File: src/rtl/iam_pkg.sv
package iam_pkg;

  typedef enum logic [2:0] {
    ST_IDLE   = 3'd0,
    ST_ADDR   = 3'd1,
    ST_ACK_A  = 3'd2,
    ST_SECOND = 3'd3,
    ST_ACK_S  = 3'd4,
    ST_PASS   = 3'd5
  } iam_state_e;

  typedef struct packed {
    logic gen_hit;
    logic own_hit;
  } cmp_res_t;

endpackage

File: src/rtl/iam_line_sync.sv
module iam_line_sync #(
  parameter int STAGES = 2
) (
  input  logic clk,
  input  logic rst_n,
  input  logic scl_in,
  input  logic sda_in,
  output logic scl_rise,
  output logic scl_fall,
  output logic sda_lvl,
  output logic start_det,
  output logic stop_det
);

  logic [STAGES-1:0] scl_sr;
  logic [STAGES-1:0] sda_sr;
  logic              scl_d;
  logic              sda_d;
  logic              scl_hi;

  always_ff @(posedge clk or negedge rst_n) begin
    if (!rst_n) begin
      scl_sr <= '1;
      sda_sr <= '1;
      scl_d  <= 1'b1;
      sda_d  <= 1'b1;
    end else begin
      scl_sr <= {scl_sr[STAGES-2:0], scl_in};
      sda_sr <= {sda_sr[STAGES-2:0], sda_in};
      scl_d  <= scl_sr[STAGES-1];
      sda_d  <= sda_sr[STAGES-1];
    end
  end

  assign scl_hi    = scl_sr[STAGES-1];
  assign sda_lvl   = sda_sr[STAGES-1];
  assign scl_rise  = scl_hi & ~scl_d;
  assign scl_fall  = ~scl_hi & scl_d;
  assign start_det = scl_hi & scl_d & sda_d & ~sda_lvl;
  assign stop_det  = scl_hi & scl_d & ~sda_d & sda_lvl;

endmodule

File: src/rtl/iam_shift.sv
module iam_shift #(
  parameter int W = 8
) (
  input  logic         clk,
  input  logic         rst_n,
  input  logic         clear,
  input  logic         shift_en,
  input  logic         bit_in,
  output logic [W-1:0] byte_next,
  output logic         last_bit
);

  localparam int CW = $clog2(W + 1);

  logic [W-1:0]  byte_q;
  logic [CW-1:0] cnt;

  assign byte_next = {byte_q[W-2:0], bit_in};
  assign last_bit  = shift_en && (cnt == CW'(W - 1));

  always_ff @(posedge clk or negedge rst_n) begin
    if (!rst_n) begin
      byte_q <= '0;
      cnt    <= '0;
    end else if (clear) begin
      cnt    <= '0;
    end else if (shift_en) begin
      byte_q <= byte_next;
      cnt    <= last_bit ? '0 : cnt + CW'(1);
    end
  end

  // bit counter never passes the last bit position of a byte
  AST_CNT_IN_BYTE: assert property (@(posedge clk) disable iff (!rst_n)
    cnt < CW'(W));

endmodule

File: src/rtl/iam_addr_cmp.sv
module iam_addr_cmp #(
  parameter int AW = 7
) (
  input  logic              [AW:0] rx_byte,
  input  logic              [AW:0] own_cfg,
  output iam_pkg::cmp_res_t        res
);

  logic rbw;
  assign rbw = own_cfg[0];

  always_comb begin
    res.gen_hit = (rx_byte[AW:1] == '0);
    if (rbw) res.own_hit = (rx_byte == own_cfg);
    else     res.own_hit = (rx_byte[AW:1] == own_cfg[AW:1]);
  end

endmodule

File: src/rtl/i2c_addr_match.sv
module i2c_addr_match #(
  parameter int ADDR_W      = 7,
  parameter int SYNC_STAGES = 2
) (
  input  logic            clk,
  input  logic            rst_n,
  input  logic            scl_in,
  input  logic            sda_in,
  output logic            sda_low,
  input  logic [ADDR_W:0] slv_cfg,
  input  logic            ack_en,
  input  logic            ten_bit,
  output logic            aas,
  output logic            gen_call,
  output logic            irq,
  output logic [ADDR_W:0] sb_data,
  output logic            sb_valid,
  input  logic            sb_ready
);
  import iam_pkg::*;

  localparam int BW = ADDR_W + 1;

  logic          scl_rise, scl_fall, sda_lvl, start_det, stop_det;
  logic          shift_en, last_bit, cap;
  logic [BW-1:0] byte_next;
  cmp_res_t      cmp;
  iam_state_e    st;
  logic          ack_q, ack_pend, ack_seen, want2, hit;

  iam_line_sync #(.STAGES(SYNC_STAGES)) u_sync (
    .clk(clk), .rst_n(rst_n), .scl_in(scl_in), .sda_in(sda_in),
    .scl_rise(scl_rise), .scl_fall(scl_fall), .sda_lvl(sda_lvl),
    .start_det(start_det), .stop_det(stop_det)
  );

  assign shift_en = scl_rise && (st == ST_ADDR || st == ST_SECOND);

  iam_shift #(.W(BW)) u_shift (
    .clk(clk), .rst_n(rst_n), .clear(start_det | stop_det),
    .shift_en(shift_en), .bit_in(sda_lvl),
    .byte_next(byte_next), .last_bit(last_bit)
  );

  iam_addr_cmp #(.AW(ADDR_W)) u_cmp (
    .rx_byte(byte_next), .own_cfg(slv_cfg), .res(cmp)
  );

  assign hit = cmp.gen_hit | cmp.own_hit;
  assign cap = (st == ST_SECOND) && last_bit && !start_det && !stop_det;

  always_ff @(posedge clk or negedge rst_n) begin
    if (!rst_n) begin
      st       <= ST_IDLE;
      aas      <= 1'b0;
      gen_call <= 1'b0;
      irq      <= 1'b0;
      ack_q    <= 1'b0;
      ack_pend <= 1'b0;
      ack_seen <= 1'b0;
      want2    <= 1'b0;
    end else begin
      irq <= 1'b0;
      if (start_det) begin
        st       <= ST_ADDR;
        ack_q    <= 1'b0;
        ack_seen <= 1'b0;
      end else if (stop_det) begin
        st       <= ST_IDLE;
        aas      <= 1'b0;
        gen_call <= 1'b0;
        ack_q    <= 1'b0;
      end else begin
        case (st)
          ST_ADDR: if (last_bit) begin
            aas      <= hit;
            gen_call <= cmp.gen_hit;
            irq      <= hit;
            ack_pend <= hit;
            want2    <= ten_bit && cmp.own_hit && !cmp.gen_hit &&
                        !slv_cfg[0] && !byte_next[0];
            ack_seen <= 1'b0;
            st       <= ST_ACK_A;
          end
          ST_SECOND: if (last_bit) begin
            ack_pend <= 1'b1;
            ack_seen <= 1'b0;
            st       <= ST_ACK_S;
          end
          ST_ACK_A, ST_ACK_S: begin
            if (scl_rise) ack_seen <= 1'b1;
            if (scl_fall) begin
              if (!ack_seen) begin
                ack_q <= ack_pend && ack_en;
              end else begin
                ack_q <= 1'b0;
                st    <= (st == ST_ACK_A && want2) ? ST_SECOND : ST_PASS;
              end
            end
          end
          default: ;
        endcase
      end
    end
  end

  assign sda_low = ack_q;

  always_ff @(posedge clk or negedge rst_n) begin
    if (!rst_n) begin
      sb_data  <= '0;
      sb_valid <= 1'b0;
    end else if (cap) begin
      sb_data  <= byte_next;
      sb_valid <= 1'b1;
    end else if (sb_valid && sb_ready) begin
      sb_valid <= 1'b0;
    end
  end

  AST_GC_SETS_AAS: assert property (@(posedge clk) disable iff (!rst_n)
    gen_call |-> aas);
  AST_IRQ_ONE_CYCLE: assert property (@(posedge clk) disable iff (!rst_n)
    irq |=> !irq);
  AST_IRQ_WITH_AAS: assert property (@(posedge clk) disable iff (!rst_n)
    irq |-> aas);
  AST_STOP_CLEARS: assert property (@(posedge clk) disable iff (!rst_n)
    stop_det |=> (!aas && !gen_call));
  AST_ACK_GATED: assert property (@(posedge clk) disable iff (!rst_n)
    $rose(sda_low) |-> $past(ack_en));
  AST_SB_HOLD: assert property (@(posedge clk) disable iff (!rst_n)
    (sb_valid && !sb_ready && !cap) |=> (sb_valid && $stable(sb_data)));

endmodule

File: config.mk
export PLATFORM = sky130hd
export DESIGN_NAME = i2c_addr_match
export DESIGN_NICKNAME = d
export VERILOG_FILES = /design/src/rtl/iam_pkg.sv /design/src/rtl/iam_line_sync.sv /design/src/rtl/iam_shift.sv /design/src/rtl/iam_addr_cmp.sv /design/src/rtl/i2c_addr_match.sv
export SDC_FILE = /design/constraint.sdc
export NUM_CORES = 1
export LEC_CHECK = 0
export ABC_AREA = 1
export BUFFER_PORTS_ARGS = -buffer_cell sky130_fd_sc_hd__buf_2
export CORE_UTILIZATION = 45
export CTS_BUF_LIST = sky130_fd_sc_hd__clkbuf_4 sky130_fd_sc_hd__clkbuf_8 sky130_fd_sc_hd__clkbuf_16
export CTS_CLUSTER_DIAMETER = 80
export CTS_CLUSTER_SIZE = 40
export DETAILED_ROUTE_END_ITERATION = 10
export PLACE_DENSITY = 0.72
export SLEW_MARGIN = 20
export SYNTH_ARGS = -nofsm -noshare
export SYNTH_HDL_FRONTEND = slang
export SYNTH_SLANG_ARGS = --single-unit
File: constraint.sdc
create_clock -name clk -period 2.6 [get_ports clk]
set_clock_uncertainty 0.05 [all_clocks]
set_input_delay 0.52 -clock clk [delete_from_list [all_inputs] [get_ports clk]]
set_output_delay 0.52 -clock clk [all_outputs]
set_load 0.02 [all_outputs]
==> results of run 1 <==
[area by class of cell]
cell class / instances / area, um^2 / share of cell area (%)
flip-flops and latches: 36 / 908.4 / 45.35
multi-input cells: 136 / 681.9 / 34.04
repair buffers: 27 / 135.1 / 6.746
inverters: 32 / 120.1 / 5.996
clock buffers: 8 / 97.59 / 4.872
well taps: 48 / 60.06 / 2.998
[report_power, final]
part           internal, W  switching [W]  total (W)
Clock             0.000237       0.000184   0.000421
Combinational     0.000164       0.000301   0.000464
Sequential        0.000655       0.000101   0.000756
Total              0.00106       0.000586    0.00164
[cell usage after synthesis]
library cell / number
nand2_1: 63
dfrtp_1: 30
inv_1: 28
nand3_1: 18
nor2_1: 12
o21ai_0: 10
o21ai_2: 8
dfstp_2: 6
inv_2: 4
a21oi_1: 3
nand4_1: 3
o21ai_1: 3
xnor2_1: 3
buf_2: 2
nand2_4: 2
nor2_2: 2
nor3_1: 2
o31ai_1: 2
buf_6: 1
ha_1: 1
nand2_2: 1
nand3_2: 1
nor2_8: 1
or2_2: 1
[routing by layer]
| layer | vias to the layer above | GRT usage, % |
|---|---|---|
| met4 | 0 | 5.114 |
| met2 | 33 | 27.53 |
| met1 | 642 | 25.93 |
| met3 | 4 | 3.929 |
| met5 | - | 0 |
| li1 | 710 | - |
[state kept, by name (all words and copies together), names as in the netlist, 2 cells and up]
register	count
sb_data	8
st	3
u_shift.byte_q	7
u_shift.cnt	4
u_sync.scl_sr	2
u_sync.sda_sr	2
[stage by stage]
stage	instances	instance area, um^2	worst slack [ns]	utilization (%)	power, W
floorplan	207	1732	1.147	-	0.001111
global placement	279	1906	1.025	51.66	0.001221
detailed placement	279	1906	0.9782	51.66	0.001228
CTS	287	2003	0.9583	54.31	0.001657
global route	287	2003	0.8372	54.31	0.001769
finish	287	2003	0.9726	54.31	0.001641
[critical path, delay by kind of cell, from the launching register on]
family | cells | cell delay [ns]
AO/OA/AOI/OAI | 1 | 0.05
AND/OR/NAND/NOR | 5 | 0.75
flip-flops | 1 | 0.57
buffers and inverters | 1 | 0.09
[worst min path at each step]
| stage | end | startpoint | depth (start not counted) |
|---|---|---|---|
| 2_1_floorplan | aas | rst_n | 0 |
| 3_3_place_gp | u_sync.sda_sr[1] | u_sync.sda_sr[0] | 0 |
| 3_5_place_dp | u_sync.scl_sr[1] | u_sync.scl_sr[0] | 0 |
| 4_1_cts | u_sync.scl_sr[0] | scl_in | 1 |
| 5_1_grt | u_sync.scl_sr[0] | scl_in | 1 |
| 6_report | sb_data[5] | rst_n | 1 |
[cell families (layout without fill, tap and decap cells)]
| kind of cell | count (synthesis) | in the layout | synth area share (%) |
|---|---|---|---|
| buffers and inverters | 35 | 67 | 8.164 |
| and+or+nand+nor | 106 | 106 | 27.60 |
| xor gates and xnor gates | 3 | 3 | 1.518 |
| AOI/OAI and AO/OA | 26 | 26 | 9.537 |
| DFF | 36 | 36 | 52.46 |
| adders and majority gates | 1 | 1 | 0.7224 |
==> results.yml, run 1 <==
run_status:
  status: "finished clean"
route:
  postRouteAntennaNets: 0
  routed-wl-met2_um: 1492
  drt-initial-drc-count: 48
  drc: 0
  wl_um: 3249
  post_drt_via_cell_ratio: 4.840
  via_count: 1389
  met3_length_um: 146
  wl_met1_um: 1583
  firstDrtPassIters: 4
  wl_per_cell_um: 11.32
  highest_layer: "met4"
flow_run:
  cap_violations: 0
worst_setup_path:
  ff2ff_setup_slack_ns: 0.97
  cp-startpoint: "u_sync.scl_sr[1]"
  worstPathRequired_ns: 2.72
  r2r-end: "sb_data[1]"
  worstPathArrival_ns: 1.74
  path_class: "reg2reg"
  crit_slowest_cell: "dfstp_2"
  critPathLaunchType: "flop"
  max_stage_delay_ns: 0.57
  critPathMaxFanout: 17
  cp-endpoint: "sb_data[1]"
  endpoint_kind: "flop"
  worstReg2RegStart: "u_sync.scl_sr[1]"
  r2r_cells: 7
  cp_cell_sequence: "nand2_1 > nor2_8 > nand2_4 > inv_2 > nand2_4 > nand2_1 > o21ai_2"
placed_design:
  io_buffers: 27
  place_hpwl_um: 2406
  gp_congestion: 0.8442
pwr:
  p_leak_nw: 1.125
  power_density_nw_per_um2: 819.3
  ir_drop_v: 0.0005078
cells_and_area:
  fillCellCount: 360
  final_common_cell: "nand2_1"
  layout_common_cells: "nand2_1 (63), dfrtp_1 (30), inv_1 (28), buf_2 (27), nand3_1 (18)"
  nets: 254
  n_antenna_cell: 0
  synthToLayoutAreaGrowth_pct: 15.68
  drive_gt1_share_pct: 25.52
die:
  start_util_pct: 46.95
  die_area_um2: 4100
  die_w_um: 64.04
  io_pins: 28
  core_area_um2: 3689
  chipHeight_um: 64.04
  rows: 22
synth:
  post_synth_num_cell_types: 24
  synth_area_per_cell_um2: 8.366
  synth_cells: 207
  seq_area_frac_synth_pct: 52.46
  ys_ff_latch: 36
  yosys_warnings: 0
  yosys.area.top_type_share_pct: 43.35
  synth.top_cells.by_area: "dfrtp_1 (43%), nand2_1 (14%), dfstp_2 (9.1%), inv_1 (6.1%), nand3_1 (5.2%)"
  yosysTopAreaCell: "dfrtp_1"
  syn_nets: 223
  syn_area_um2: 1732
clock_network:
  clock_latency_ns: 0.28
  clkTransAtPathRegs_ns: 0.07
  cts_hold_buf: 0
  cts.sinks: 36
  post-cts-setup-buffers: 0
  tritoncts: "done"
  numCtsBuffers: 5
  htreeDepth: 2
  clock_path_buffers: 2
  cts_root_buffer: "clkbuf_8"
  cts_resized: 0
global_routing:
  antenna_found_initial: 0
  track_usage_pct: 18.10
  grt_pass1_vias: 1280
  grt_max_degree: 37
  grt_pass1_wl_um: 5664
  grt-ovfl-total: 0
sta:
  tns_ns: 0
  maxSlewViolCount: 0
  fmax_mhz: 614.5
  finalSetupViolCount: 0
  rsz0062_at_grt: "no"
  worst_slew_pin_slew_ns: 0.7727
  final.min_clock_period_ns: 1.627
  period_share_pct: 62.59
  whs_ns: 0.2626
  maxSlewHeadroom_pct: 48.48
  hold_viol_final: 0
min_path:
  hold_path_class: "in2async"
(Power assumes the default switching activity.)
==> inputs of run 2 (changes only) <==
Clock period 2.6 ns to 1.6 ns, I/O delays scaled along.
==> results.yml, run 2 (synthesis results as in run 1) <==
clock_network:
  cts.sinks: 36
  numCtsBuffers: 5
  htreeDepth: 2
  cts_root_buffer: "clkbuf_8"
  clkTransAtPathRegs_ns: 0.07
  tritoncts: "done"
  clock_path_buffers: 2
  clock_latency_ns: 0.29
die:
  die_area_um2: 4100
  rows: 22
  io_pins: 28
  chipHeight_um: 64.04
  start_util_pct: 46.95
  die_w_um: 64.04
  core_area_um2: 3689
sta:
  final.min_clock_period_ns: 1.521
  period_share_pct: 95.04
  maxSlewViolCount: 0
  hold_viol_final: 0
  worst_slew_pin_slew_ns: 0.4102
  maxSlewHeadroom_pct: 72.66
  tns_ns: 0
  finalSetupViolCount: 0
  rsz0062_at_grt: "no"
  fmax_mhz: 657.6
min_path:
  min_delay_path_depth: 1
  hold_path_class: "in2reg"
  worstHoldEndpoint: "u_sync.scl_sr[0]"
  hp-start: "scl_in"
global_routing:
  track_usage_pct: 18.73
  grt_pass1_wl_um: 5733
  grt-ovfl-total: 0
  grt_max_degree: 21
  antenna_found_initial: 0
  grt_pass1_vias: 1316
cells_and_area:
  n_antenna_cell: 0
  drive_gt1_share_pct: 26.34
  multi_input_area_um2: 686.9
  largest_reg_flops: 8
  top_register: "sb_data"
  seqCellArea_um2: 908.4
  nets: 258
  synthToLayoutAreaGrowth_pct: 18.93
  final_common_cell: "nand2_1"
  largest_registers: "sb_data: 8 flops, u_shift.byte_q: 7 flops, u_shift.cnt: 4 flops"
  utilization_pct: 55.83
  fillCellCount: 350
  layout_common_cells: "nand2_1 (63), dfrtp_1 (30), inv_1 (28), buf_2 (27), nand3_1 (18)"
  final_area_um2: 2059
pwr:
  power_density_nw_per_um2: 1331
  ir_drop_v: 0.0006572
  total_power_w: 0.002741
  p_leak_nw: 1.154
worst_setup_path:
  max_stage_delay_ns: 0.57
  worstPathRequired_ns: 1.73
  r2r-end: "sb_data[0]"
  critPathMaxFanout: 17
  crit_slowest_cell: "dfstp_2"
  worstReg2RegStart: "u_sync.scl_sr[1]"
  ff2ff_setup_slack_ns: 0.08
  cp_cell_sequence: "nand2_1 > nor2_8 > nand2_4 > inv_2 > nand2_4 > nand2_1 > o21ai_2"
  critPathLaunchType: "flop"
  r2r_cells: 7
  endpoint_kind: "flop"
  path_class: "reg2reg"
  worstPathArrival_ns: 1.65
run_status:
  status: "finished clean"
route:
  drt-initial-drc-count: 69
  post_drt_via_cell_ratio: 4.818
  wl_um: 3298
  drc: 0
  postRouteAntennaNets: 0
  via_count: 1402
  wl_per_cell_um: 11.33
  firstDrtPassIters: 4
placed_design:
  gp_congestion: 0.8052
  placed_area_um2: 1941
  io_buffers: 27
  place_hpwl_um: 2412
flow_run:
  cap_violations: 0
-- run 2: worst max-delay path by stage --
stage / end / start / cells past startpoint / slack [ns]
floorplan: sb_data[1] / u_sync.scl_sr[1] / 8 / 0.15
global placement: sb_data[0] / u_sync.scl_sr[1] / 7 / 0.11
detailed placement: sb_data[0] / u_sync.scl_sr[1] / 7 / 0.09
CTS: sb_data[0] / u_sync.scl_sr[1] / 7 / 0.08
global route: sb_data[3] / u_sync.scl_sr[1] / 7 / 0.005
finish: sb_data[0] / u_sync.scl_sr[1] / 7 / 0.08
-- run 2: stage by stage --
stage	instances	setup WS [ns]	hold slack (ns)
final	291	0.07933	0.07773
after global routing	291	0.005112	0.06958
after detailed placement	282	0.08897	0.2200
after floorplan	207	0.1473	-0.02559
after CTS	291	0.07845	0.07301
after global placement	282	0.1070	0.2142
-- run 2: layer usage --
metal | share of wire (%) | up-vias | track usage, %
li1 | - | 715 | -
met1 | 48 | 646 | 24.21
met2 | 44 | 31 | 28.59
met3 | 4.9 | 10 | 5.179
met4 | 2.6 | 0 | 9.659
met5 | 0 | - | 0
-- run 2: repair_timing --
action,4_1_cts,5_1_grt
endpoints found under the setup margin,0,2
hold endpoints to repair,10,0
gates resized for setup,0,1
setup buffers,0,0
hold buffers,1,0
-- run 2: area by class of cell --
class | count | share of cell area [%]
sequential | 36 | 44.11
multi-input combinational | 136 | 33.35
timing repair buffer | 31 | 8.748
inverter | 32 | 5.832
clock buffer | 8 | 5.043
tap | 48 | 2.916
-- run 2: power breakdown --
group          switching [W]  total, W  internal, W
clock               0.000323  0.000733     0.000410
combinational       0.000511  0.000789     0.000278
sequential          0.000155   0.00122      0.00106
total               0.000989   0.00274      0.00175
-- run 2: critical path: cells and delay by family, from the launching register on --
family / cells / cell delay, ns
and+or+nand+nor: 5 / 0.64
AOI/OAI and AO/OA: 1 / 0.05
buffers and inverters: 1 / 0.09
DFF: 1 / 0.57
==> inputs of run 3 (changes only) <==
Settings changed: ABC_AREA 1 to unset, PLACE_DENSITY 0.72 to 0.73.
==> results.yml, run 3 <==
global_routing:
  track_usage_pct: 19.27
  grt_pass1_wl_um: 5126
  grt_pass1_vias: 1126
  grt-ovfl-total: 0
  grt_max_degree: 37
  antenna_found_initial: 0
die:
  rows: 21
  die_area_um2: 3704
  io_pins: 28
  core_area_um2: 3337
  chipHeight_um: 60.86
  die_w_um: 60.86
  start_util_pct: 46.72
placed_design:
  dpl_worst_slack_ns: -0.01550
  gp_congestion: 0.8119
  place_inst: 220
  io_buffers: 27
  place_hpwl_um: 2173
worst_setup_path:
  cp_cell_sequence: "ha_2 > and3b_2 > and2_4 > nand2_8 > mux2_2"
  path_class: "reg2reg"
  worstPathArrival_ns: 1.80
  max_stage_delay_ns: 0.41
  r2r_cells: 5
  critPathLaunchType: "flop"
  worst_path_dominant_cell_family: "simple AND/OR/NAND/NOR gates"
  crit_slowest_cell: "dfrtp_1"
  endpoint_kind: "flop"
  worstPathRequired_ns: 1.80
  cp.depth: 5
  critPathMaxFanout: 9
  worst-path-buf-inv: 0
cells_and_area:
  utilization_pct: 61.15
  seqCellArea_um2: 909.6
  drive_gt1_share_pct: 40.43
  layout_common_cells: "nand2_1 (29), dfrtp_1 (29), buf_2 (27), buf_4 (15)"
  largest_registers: "sb_data: 8 flops, u_shift.byte_q: 7 flops, u_shift.cnt: 4 flops"
  multi_input_area_um2: 685.7
  top_register: "sb_data"
  nets: 203
  synthToLayoutAreaGrowth_pct: 30.90
  largest_reg_flops: 8
  stdcell_count: 234
  fillCellCount: 272
  n_antenna_cell: 0
sta:
  maxSlewHeadroom_pct: 71.12
  period_share_pct: 99.85
  hold_viol_final: 0
  final.min_clock_period_ns: 1.598
  setup_ws_ns: 0.002356
  fmax_mhz: 625.9
  finalSetupViolCount: 0
  maxSlewViolCount: 0
  rsz0062_at_grt: "yes"
  worst_slew_pin_slew_ns: 0.4332
synth:
  ys_ff_latch: 36
  synthMuxAreaShare_pct: 5.778
  synth_cells: 137
  yosysTopAreaCell: "dfrtp_1"
  synth-simple-area-share_pct: 19.98
  syn_nets: 153
  synth_area_per_cell_um2: 11.38
  post_synth_num_cell_types: 39
  ys.flop_type: "dfrtp_1"
  async_flop_share_pct: 100.0
  synth_edf_count: 0
  seq_area_frac_synth_pct: 58.27
  synth_xor_area_share_pct: 5.618
  synth_top_family_by_area: "simple AND/OR/NAND/NOR gates"
  synth_common_cells: "dfrtp_1 (30), nand2_1 (30), mux2_2 (8), xor2_1 (7), dfstp_2 (6)"
  synth_compound_area_share_pct: 7.865
  syn_area_um2: 1559
  synth.top_cells.by_area: "dfrtp_1 (48%), dfstp_2 (10%), nand2_1 (7.2%), mux2_2 (5.8%), xor2_1 (3.9%)"
  yosys.area.top_type_share_pct: 48.15
  yosys_warnings: 0
  synthAdderAreaFrac_pct: 0.8026
clock_network:
  cts.sinks: 36
  clock_latency_ns: 0.35
  htreeDepth: 2
  clock_path_buffers: 2
  numCtsBuffers: 5
  cts_root_buffer: "clkbuf_4"
  tritoncts: "done"
  clkTransAtPathRegs_ns: 0.12
route:
  wl_um: 3177
  firstDrtPassIters: 5
  postRouteAntennaNets: 0
  via_count: 1201
  drc: 0
  drt-initial-drc-count: 91
  wl_per_cell_um: 13.58
  post_drt_via_cell_ratio: 5.132
pwr:
  ir_drop_v: 0.0004960
  total_power_w: 0.002137
  power_density_nw_per_um2: 1047
  p_leak_nw: 1.046
min_path:
  hold_path_class: "in2reg"
  min_delay_path_depth: 2
run_status:
  status: "finished clean"
flow_run:
  cap_violations: 0
-- run 3: stage by stage --
| stage | area [um^2] | hold WS (ns) | TNS [ns] |
|---|---|---|---|
| floorplan | 1570 | -0.02559 | -0.3030 |
| global placement | 1838 | 0.2954 | 0 |
| detailed placement | 1838 | 0.3005 | -0.08500 |
| CTS | 1947 | 0.01123 | 0 |
| global route | 2041 | 0.1191 | -0.3489 |
| finish | 2041 | 0.1222 | 0 |
-- run 3: where the power goes --
group / internal, W / total, W / switching, W / leakage, nW
clock network: 0.000326 / 0.000633 / 0.000307 / 0.0412
registers: 0.00101 / 0.00112 / 0.000111 / 0.463
logic: 0.000177 / 0.000381 / 0.000204 / 0.542
-- run 3: routing by layer --
layer	part of all wire, %	track usage (%)	up-vias
li1	-	-	583
met1	47	24.97	581
met2	47	29.98	28
met3	4.6	6.397	9
met4	1.8	7.468	0
met5	0	0	-
-- run 3: cell type report --
| cell class | instances | share of cell area (%) |
|---|---|---|
| Clock buffer | 5 | 1.839 |
| Inverter | 2 | 0.3679 |
| Clock inverter | 3 | 2.085 |
| Tap cell | 46 | 2.820 |
| Multi-Input combinational cell | 95 | 33.60 |
| Timing Repair Buffer | 47 | 14.71 |
| Sequential cell | 36 | 44.57 |
-- run 3: logic make-up (layout without fill, tap and decap cells) --
family / Yosys count / after routing
AO/OA/AOI/OAI: 18 / 18
XOR/XNOR: 10 / 10
adder cells (fa/ha/maj): 1 / 1
buffers and inverters: 6 / 57
flip-flops: 36 / 36
multiplexers: 8 / 8
AND/OR/NAND/NOR: 58 / 58
-- run 3: path summary, 6_finish.rpt --
path | start | end | slack (ns)
setup / recovery | u_shift.cnt[1] | sb_data[4] | 0.002
hold / removal | sb_ready | sb_valid | 0.12
setup reg to reg | u_shift.cnt[1] | sb_data[4] | 0.002
hold reg to reg | u_sync.scl_sr[0] | u_sync.scl_sr[1] | 0.31
max in group asynchronous | rst_n | u_sync.scl_sr[0] | 0.68
min in group asynchronous | rst_n | sb_data[0] | 0.47
-- run 3: what timing repair did --
item | 4_1_cts | 5_1_grt
gates resized for setup | 1 | 18
hold buffers | 2 | 1
setup endpoints to repair | 8 | 12
setup buffers | 0 | 3
hold endpoints to repair | 31 | 1
pin swaps | 0 | 2
